## src/rtl/spi_seq_pkg.sv

```systemverilog
package spi_seq_pkg;

  typedef enum logic [1:0] {
    ST_IDLE  = 2'd0,
    ST_FETCH = 2'd1,
    ST_XCHG  = 2'd2,
    ST_DONE  = 2'd3
  } seq_state_e;

  localparam int          BYTE_W       = 8;
  localparam int          LEN_W        = 8;
  localparam logic [1:0]  SEL_CMD      = 2'd0;
  localparam logic [1:0]  SEL_CSID     = 2'd1;
  localparam logic [1:0]  SEL_CTRL     = 2'd2;
  localparam int          CTRL_EN_BIT  = 31;
  localparam int          CTRL_RST_BIT = 30;

  function automatic logic [LEN_W-1:0] seg_len_of(input logic [31:0] word);
    return word[LEN_W-1:0];
  endfunction

  function automatic logic csid_in_range(input logic [31:0] idx, input int unsigned ncs);
    return idx < 32'(ncs);
  endfunction

  function automatic logic is_last_byte(input logic [LEN_W-1:0] remain);
    return remain == LEN_W'(1);
  endfunction

endpackage

```

## src/rtl/seg_cfg_regs.sv

```systemverilog
module seg_cfg_regs
  import spi_seq_pkg::*;
#(
  parameter int NUM_CS = 4,
  parameter int CSW    = 2
) (
  input  logic           clk,
  input  logic           rst_n,
  input  logic           wr_en,
  input  logic [1:0]     wr_sel,
  input  logic [31:0]    wr_data,
  input  logic           eng_ready,
  output logic           spi_en,
  output logic [CSW-1:0] csid,
  output logic           cmd_go,
  output logic           sw_rst,
  output logic           fifo_clr,
  output logic           err_cmdbusy,
  output logic           err_csidinval
);

  logic cmd_wr, csid_wr, ctrl_wr, busy_hit, csid_ok;

  assign cmd_wr   = wr_en && (wr_sel == SEL_CMD);
  assign csid_wr  = wr_en && (wr_sel == SEL_CSID);
  assign ctrl_wr  = wr_en && (wr_sel == SEL_CTRL);
  assign cmd_go   = cmd_wr && spi_en && eng_ready;
  assign busy_hit = cmd_wr && spi_en && !eng_ready;
  assign sw_rst   = ctrl_wr && wr_data[CTRL_RST_BIT];
  assign csid_ok  = csid_in_range(wr_data, NUM_CS);

  always_ff @(posedge clk or negedge rst_n) begin
    if (!rst_n) begin
      spi_en        <= 1'b0;
      csid          <= '0;
      fifo_clr      <= 1'b0;
      err_cmdbusy   <= 1'b0;
      err_csidinval <= 1'b0;
    end else begin
      fifo_clr      <= sw_rst;
      err_cmdbusy   <= busy_hit;
      err_csidinval <= csid_wr && !csid_ok;
      if (sw_rst) begin
        spi_en <= 1'b0;
        csid   <= '0;
      end else begin
        if (ctrl_wr) spi_en <= wr_data[CTRL_EN_BIT];
        if (csid_wr && csid_ok) csid <= wr_data[CSW-1:0];
      end
    end
  end

endmodule

```

## src/rtl/seg_byte_engine.sv

```systemverilog
module seg_byte_engine
  import spi_seq_pkg::*;
(
  input  logic              clk,
  input  logic              rst_n,
  input  logic              cmd_go,
  input  logic [LEN_W-1:0]  cmd_len,
  input  logic              abort,
  input  logic              tx_empty,
  input  logic [BYTE_W-1:0] tx_byte,
  input  logic              rx_full,
  input  logic              xchg_ack,
  input  logic [BYTE_W-1:0] xchg_rx,
  output logic              ready,
  output logic              active,
  output logic              tx_pop,
  output logic              rx_push,
  output logic [BYTE_W-1:0] rx_byte,
  output logic              xchg_req,
  output logic [BYTE_W-1:0] xchg_tx,
  output logic              tx_stall,
  output logic              rx_stall,
  output logic              seg_flush
);

  seq_state_e        state;
  logic [LEN_W-1:0]  remain;
  logic [BYTE_W-1:0] shreg;
  logic              byte_ok;

  assign byte_ok   = !tx_empty && !rx_full;
  assign ready     = (state == ST_IDLE);
  assign active    = (state == ST_FETCH) || (state == ST_XCHG);
  assign tx_pop    = (state == ST_FETCH) && byte_ok;
  assign xchg_req  = (state == ST_XCHG);
  assign xchg_tx   = shreg;
  assign rx_push   = xchg_req && xchg_ack;
  assign rx_byte   = xchg_rx;
  assign seg_flush = (state == ST_DONE);

  always_ff @(posedge clk or negedge rst_n) begin
    if (!rst_n) begin
      state    <= ST_IDLE;
      remain   <= '0;
      shreg    <= '0;
      tx_stall <= 1'b0;
      rx_stall <= 1'b0;
    end else if (abort) begin
      state    <= ST_IDLE;
      remain   <= '0;
      tx_stall <= 1'b0;
      rx_stall <= 1'b0;
    end else begin
      unique case (state)
        ST_IDLE: if (cmd_go) begin
          tx_stall <= 1'b0;
          rx_stall <= 1'b0;
          remain   <= cmd_len;
          state    <= (cmd_len == '0) ? ST_DONE : ST_FETCH;
        end
        ST_FETCH: begin
          if (tx_empty) begin
            tx_stall <= 1'b1;
            state    <= ST_DONE;
          end else if (rx_full) begin
            rx_stall <= 1'b1;
            state    <= ST_DONE;
          end else begin
            shreg <= tx_byte;
            state <= ST_XCHG;
          end
        end
        ST_XCHG: if (xchg_ack) begin
          remain <= remain - LEN_W'(1);
          state  <= is_last_byte(remain) ? ST_DONE : ST_FETCH;
        end
        ST_DONE: state <= ST_IDLE;
        default: state <= ST_IDLE;
      endcase
    end
  end

endmodule

```

## src/rtl/spi_seg_sequencer.sv

```systemverilog
module spi_seg_sequencer
  import spi_seq_pkg::*;
#(
  parameter  int NUM_CS = 4,
  localparam int CSW    = (NUM_CS > 1) ? $clog2(NUM_CS) : 1
) (
  input  logic           clk,
  input  logic           rst_n,
  input  logic           reg_wr_en,
  input  logic [1:0]     reg_wr_sel,
  input  logic [31:0]    reg_wr_data,
  input  logic           tx_empty,
  input  logic [7:0]     tx_byte,
  output logic           tx_pop,
  output logic           tx_flush,
  input  logic           rx_full,
  output logic           rx_push,
  output logic [7:0]     rx_byte,
  output logic           rx_flush,
  output logic           xchg_req,
  output logic [7:0]     xchg_tx,
  input  logic           xchg_ack,
  input  logic [7:0]     xchg_rx,
  output logic           ready,
  output logic           active,
  output logic           tx_stall,
  output logic           rx_stall,
  output logic           spi_en,
  output logic [CSW-1:0] csid,
  output logic           err_cmdbusy,
  output logic           err_csidinval
);

  logic cmd_go, sw_rst, fifo_clr, seg_flush;

  seg_cfg_regs #(.NUM_CS(NUM_CS), .CSW(CSW)) regs_i (
    .clk          (clk),
    .rst_n        (rst_n),
    .wr_en        (reg_wr_en),
    .wr_sel       (reg_wr_sel),
    .wr_data      (reg_wr_data),
    .eng_ready    (ready),
    .spi_en       (spi_en),
    .csid         (csid),
    .cmd_go       (cmd_go),
    .sw_rst       (sw_rst),
    .fifo_clr     (fifo_clr),
    .err_cmdbusy  (err_cmdbusy),
    .err_csidinval(err_csidinval)
  );

  seg_byte_engine eng_i (
    .clk      (clk),
    .rst_n    (rst_n),
    .cmd_go   (cmd_go),
    .cmd_len  (seg_len_of(reg_wr_data)),
    .abort    (sw_rst),
    .tx_empty (tx_empty),
    .tx_byte  (tx_byte),
    .rx_full  (rx_full),
    .xchg_ack (xchg_ack),
    .xchg_rx  (xchg_rx),
    .ready    (ready),
    .active   (active),
    .tx_pop   (tx_pop),
    .rx_push  (rx_push),
    .rx_byte  (rx_byte),
    .xchg_req (xchg_req),
    .xchg_tx  (xchg_tx),
    .tx_stall (tx_stall),
    .rx_stall (rx_stall),
    .seg_flush(seg_flush)
  );

  assign tx_flush = seg_flush || fifo_clr;
  assign rx_flush = fifo_clr;

endmodule

```

## config.mk

```make
export PLATFORM = sky130hd
export DESIGN_NAME = spi_seg_sequencer
export DESIGN_NICKNAME = d
export VERILOG_FILES = /design/src/rtl/spi_seq_pkg.sv /design/src/rtl/seg_cfg_regs.sv /design/src/rtl/seg_byte_engine.sv /design/src/rtl/spi_seg_sequencer.sv
export SDC_FILE = /design/constraint.sdc
export NUM_CORES = 1
export LEC_CHECK = 0
export ABC_AREA = 1
export BUFFER_PORTS_ARGS = -buffer_cell sky130_fd_sc_hd__buf_2
export CAP_MARGIN = 5
export CORE_UTILIZATION = 42
export DETAILED_ROUTE_END_ITERATION = 7
export MAX_ROUTING_LAYER = met4
export PLACE_DENSITY_LB_ADDON = 0.3
export SYNTH_ARGS = -nofsm -noshare
export SYNTH_HDL_FRONTEND = slang
export SYNTH_HIERARCHICAL = 1
export SYNTH_SLANG_ARGS = --single-unit
```

## constraint.sdc

```tcl
create_clock -name clk -period 1.7 [get_ports clk]
set_input_delay 0.085 -clock clk [delete_from_list [all_inputs] [get_ports clk]]
set_output_delay 0.085 -clock clk [all_outputs]
set_load 0.05 [all_outputs]
```

# Yosys cells after proc, flatten, opt, wreduce, memory -nomap -nowiden
# Cells that the tools add are included.
classes:
  addsub: 1
  order_cmp: 1
  eq_ne: 11
  n_mux: 24
  bitwise: 3
  reduce_logical: 30
ops:
  columns: ["cell", "count"]
  rows:
  - ["32-bit by 3-bit less-than comparator with 1-bit output (second input constant)", 1]
  - ["8-bit two-way mux", 3]
  - ["2-bit two-way mux", 8]
  - ["8-bit case mux with 2 select lines", 1]
  - ["3-bit inequality test (second input constant)", 5]
  - ["1-bit logical AND", 12]
  - ["1-bit two-way mux", 9]
  - ["8-bit by 1-bit equality test with 1-bit output (second input constant)", 1]
  - ["8-bit zero test", 1]
  - ["2-bit case mux with 4 select lines", 1]
  - ["4-bit AND reduction", 2]
  - ["8-bit by 1-bit subtractor with 8-bit output (second input constant)", 1]
  - ["2-bit equality test (second input constant)", 3]
  - ["3-bit AND reduction", 2]
  - ["3-bit nonzero test", 2]
  - ["2-bit by 1-bit equality test with 1-bit output (second input constant)", 2]
  - ["1-bit zero test", 4]
  - ["2-bit zero test", 2]
  - ["1-bit case mux with 2 select lines", 2]
  - ["2-bit nonzero test", 2]
  - ["1-bit NOT", 3]
  - ["1-bit logical OR", 2]
  - ["2-bit AND reduction", 1]
totals:
  reg_bits: 26
  input_bits: 56
  out_inout_bits: 30
  wordCells: 80

# Depth between registers and ports, before layout
depth:
  word_depth: 7
  mapped_depth: 13
  mapped_depth_nobuf: 13

# By module
# Netlist, hierarchy kept.
by_module_without_submodules:
  columns: ["mod", "n_inst", "cells_each", "area_each_um2", "seq_area_each_um2"]
  rows:
  - ["seg_byte_engine", 1, 166, 1346.3, 500.5]
  - ["seg_cfg_regs", 1, 71, 441.7, 150.1]
  - ["spi_seg_sequencer", 1, 3, 11.3, 0.0]

# Least setup slack after synthesis
# Ideal clock, no wire load.
synth_timing:
  path_type: "reg2reg"
  start: "reg eng_i.state[0]"
  end: "reg eng_i.remain[6]"
  t_arrival_ns: 1.831
  required_time_ns: 1.584
  path_slack_ns: -0.247
  stages_incl_launch_ff: 14
  period_less_slack_ns: 1.947
  cell_sequence: "dfrtp_1 inv_2 ha_1 inv_1 nor2_1 inv_2 nand2_2 nand2_2 inv_2 nand2_2 nand2_4 inv_2 nand2_1 nand2_1"
synth_between:
  elab_chain_cells: 4
  elab_cells_between_ends: 9
synth_lines:
  columns: ["item", "line", "text"]
  rows:
  - ["start, declared", "seg_byte_engine.sv:26", "seq_state_e state;"]
  - ["start signal, assigned", "seg_byte_engine.sv:59", "state <= (cmd_len == '0) ? ST_DONE : ST_FETCH;"]
  - ["start signal, assigned", "seg_byte_engine.sv:75", "state <= is_last_byte(remain) ? ST_DONE : ST_FETCH;"]
  - ["2-bit zero test", "seg_byte_engine.sv:32", "assign ready = (state == ST_IDLE);"]
  - ["via ready", "spi_seg_sequencer.sv:24", "output logic ready,"]
  - ["1-bit logical AND", "seg_cfg_regs.sv:27", "assign cmd_go = cmd_wr && spi_en && eng_ready;"]
  - ["via cmd_go", "spi_seg_sequencer.sv:34", "logic cmd_go, sw_rst, fifo_clr, seg_flush;"]
  - ["3-bit inequality test (no source line)", null, null]
  - ["3-bit AND reduction (no source line)", null, null]
  - ["end signal, assigned", "seg_byte_engine.sv:58", "remain <= cmd_len;"]
  - ["end signal, assigned", "seg_byte_engine.sv:74", "remain <= remain - LEN_W'(1);"]
  - ["end, declared", "seg_byte_engine.sv:27", "logic [LEN_W-1:0] remain;"]
# The timed path passes the listed nets, and every way through them passes these cells.
# A chain may end at the register's enable or synchronous reset.

# Worst setup path in the final report
layout_timing:
  start: "reg eng_i.state[0]"
  end: "out rx_push"
layout_between:
  elab_chain_cells: 2
layout_lines:
  columns: ["item", "line", "text"]
  rows:
  - ["2-bit equality test", "seg_byte_engine.sv:35", "assign xchg_req = (state == ST_XCHG);"]
  - ["1-bit logical AND", "seg_byte_engine.sv:37", "assign rx_push = xchg_req && xchg_ack;"]
  - ["end, declared", "spi_seg_sequencer.sv:17", "output logic rx_push,"]
# Every way passes these cells.

==> impl_metrics.csv <==
group,metric,value,unit
critical_path,cp-start-kind,"flip-flop",
synthesis,syn_nets,302,
route,wl_per_cell,11.0,um
power_and_ir_drop,internal-power,0.00200,W
route,routed_wl,3950,um
timing,worst_pin_slew,0.591,ns
floorplanning,rows,23,
critical_path,worst-r2r-cell-count,13,
finish,fin_cells,359,
clock_tree,root_buffer,"clkbuf_8",
clock_tree,clockBufferDepth,2,
synthesis,synth.avg_cell_area,7.50,um2
synthesis,ys_seq_elements,26,
critical_path,rr_startpoint,"eng_i/state[0]",
synthesis,ys_seq_area_share,36.2,%
synthesis,synth-compound-area-share,5.70,%
clock_tree,worstSkewPairLatency,0.27,ns
floorplanning,initial_utilization,44.3,%
place,pre_cts_slack,0.0670,ns
power_and_ir_drop,p_sw,0.00200,W
power_and_ir_drop,pwr_density_cell,1750,nW/um2
flow_run,cap_violations,0,
hold_path,hold_depth,2,
place,gp_congestion,0.881,
finish,n_antenna_cell,0,
synthesis,yosys.area_share.xor_xnor,0,%
finish,areaGrowthSynthToFinish,27.0,%
route,ant_nets,0,
route,met2_length,1890,um
clock_tree,cts_buffers,3,
route,drt_pass1_iterations,4,
route,first_iter_violations,58,
synthesis,yosys_warnings,6,
outcome,status,"finished clean",
floorplanning,die-width,67.5,um
clock_tree,clkSlewWorstSetupHoldPaths,0.09,ns
clock_tree,cts_tree,"done",
critical_path,path_cells,"inv_2 > ha_2 > nand2_1 > clkinvlp_4 > buf_2",
critical_path,cpPeakStageDelay,0.43,ns
critical_path,worst-setup-path-type,"reg -> out",
timing,finalCritPeriodShare,94.3,%
grt,antenna_found_initial,0,
route,wl_met1,1860,um
synthesis,yosys.area_share.simple,34.3,%
critical_path,crit_arrival,1.52,ns
critical_path,rrSetupSlack,0.11,ns
timing,finalClockSkew,0.00269,ns
floorplanning,die_height,67.5,um
hold_path,worstHoldEndpoint,"eng_i/xchg_tx[7]",
route,drt_drc_violations_left,0,
critical_path,critPathMaxFanout,6,
power_and_ir_drop,p_leak,1.27,nW
power_and_ir_drop,swShare,50.0,%
critical_path,end_kind,"output pin",
finish,final_common_cell,"buf_2",
floorplanning,coreArea,4060,um2
route,via_per_inst,4.68,
timing,fmax,624,MHz
timing,final.setup.worst_slack,0.0967,ns
power_and_ir_drop,p_total,0.00400,W
timing,finalHoldViolCount,0,
clock_tree,h-tree-depth,1,
synthesis,synth_top_family_by_area,"simple AND/OR/NAND/NOR gates",
critical_path,r2r-end,"eng_i/remain[5]",
timing,drv_slew,0,
critical_path,crit_required,1.62,ns
grt,grt_max_degree,27,
finish,n_fill_cell,375,
grt,track_usage,19.1,%
finish,finalNetCount,372,
grt,overflow,0,
floorplanning,ioPinCount,86,
synthesis,synth_area,1800,um2
timing,setup_viol,0,
synthesis,synth_fa_ha_area_share,4.17,%
place,io_buffers,69,
hold_path,hp-start,"tx_byte[7]",
place,dp.cells,350,
synthesis,synth_cell_types,23,
power_and_ir_drop,ir_worst_vdd,0.679,mV
clock_tree,cts.sinks,26,
critical_path,cp_slowest_cell,"dfrtp_1",
grt,grt_pass1_wl,6420,um
place,place_hpwl,3100,um
finish,most-common-layout-cells,"69 x buf_2, 46 x nand2_1, 36 x nor2_1, 32 x inv_1, 26 x dfrtp_1",
timing,layout_min_cycle_time,1.60,ns
grt,grt_pass1_vias,1516,
floorplanning,dieArea,4550,um2
synthesis,muxShareOfSynthArea,6.68,%
power_and_ir_drop,seq_power_share,26.2,%
finish,drive_gt1_share,37.9,%
route,vias,1680,
hold_path,hold_path.class,"in -> reg",
route,top_layer,"met4",
power_and_ir_drop,comb_power_share,61.0,%
timing,relSlewSlack,60.6,%
power_and_ir_drop,p_clk_share,12.9,%
route,wl_met3,169,um
synthesis,synth_cells,240,
## worst max-delay path, delay by kind of cell, from the launching register on
kind / cells / cell delay [ns]
DFF: 1 / 0.43
adders and majority gates: 1 / 0.27
buffers and inverters: 3 / 0.45
and+or+nand+nor: 1 / 0.10
## layout make-up
class | count | area (um2) | area share, %
Sequential cell | 26 | 651 | 28.5
Tap cell | 50 | 62.6 | 2.74
Multi-Input combinational cell | 161 | 942 | 41.2
Clock buffer | 3 | 41.3 | 1.81
Inverter | 43 | 165 | 7.23
Timing Repair Buffer | 75 | 393 | 17.2
Clock inverter | 1 | 30.0 | 1.31
## cells by family (layout without fill, tap and decap cells)
| kind of cell | count (synthesis) | after routing |
|---|---|---|
| AND/OR/NAND/NOR | 127 | 127 |
| buffers and inverters | 53 | 122 |
| flip-flops | 26 | 26 |
| AO/OA/AOI/OAI | 20 | 20 |
| multiplexers | 8 | 8 |
| adder cells (fa/ha/maj) | 6 | 6 |
## sequential cells by signal, summed over array words and instances (netlist names)
signal                flops
eng_i/xchg_tx             8
regs_i/spi_en             1
regs_i/err_cmdbusy        1
regs_i/err_csidinval      1
regs_i/csid               2
regs_i/fifo_clr           1
eng_i/remain              8
eng_i/state               2
eng_i/rx_stall            1
eng_i/tx_stall            1
## per-stage QoR
step / setup TNS [ns] / utilization (%) / cell area, um2 / hold slack (ns)
after global routing: -0.0670 / 56.3 / 2280 / 0.0311
after floorplan: 0 / - / 1820 / -0.211
after CTS: 0 / 55.4 / 2250 / 0.0337
after global placement: 0 / 53.4 / 2170 / 0.127
final: 0 / 56.3 / 2280 / 0.0420
after detailed placement: 0 / 53.4 / 2170 / 0.126
## synthesized netlist by cell type, drive strengths merged
cell type	number	area share, %
o22ai	2	0.70
nor3	4	2.4
a21oi	4	1.1
ha	6	4.2
nand4	5	2.6
o21ai	14	3.9
inv	43	9.0
nand3	20	5.6
buf	10	4.0
dfrtp	26	36
mux2	8	6.7
nand2	53	13
nand3b	2	0.83
nor2	43	10
## repair_timing
action                                  4_1_cts  5_1_grt
resized for setup                             0        3
setup buffers                                 0        4
endpoints found under the setup margin        0       11
hold buffers                                  1        0
hold endpoints to repair                     26        0
## power by group through the flow
| stage | registers (W) | logic [W] | clock network (W) |
|---|---|---|---|
| finish | 0.00105 | 0.00244 | 0.000514 |
| global placement | 0.00105 | 0.00231 | 0 |
| floorplan | 0.00147 | 0.00153 | 0 |
| CTS | 0.00105 | 0.00235 | 0.000526 |
| detailed placement | 0.00105 | 0.00234 | 0 |
| global route | 0.00108 | 0.00268 | 0.000557 |
## worst max-delay path by stage
stage                     depth (start not counted)  slack [ns]           start               to
after floorplan                                   6        0.05  eng_i/state[0]          rx_push
after global placement                           13        0.14  eng_i/state[0]  eng_i/remain[6]
after detailed placement                         13        0.07  eng_i/state[0]  eng_i/remain[5]
after CTS                                        13        0.05  eng_i/state[0]  eng_i/remain[5]
after global routing                             13       -0.03  eng_i/state[0]  eng_i/remain[5]
final                                             5         0.1  eng_i/state[0]          rx_push
## metal layers
metal | up-vias | GRT usage (%)
met2 | 50 | 31.1
met4 | 0 | 6.38
met1 | 748 | 24.5
met3 | 4 | 2.36
met5 | - | -
li1 | 878 | -
Power figures use the tool's default switching activity.
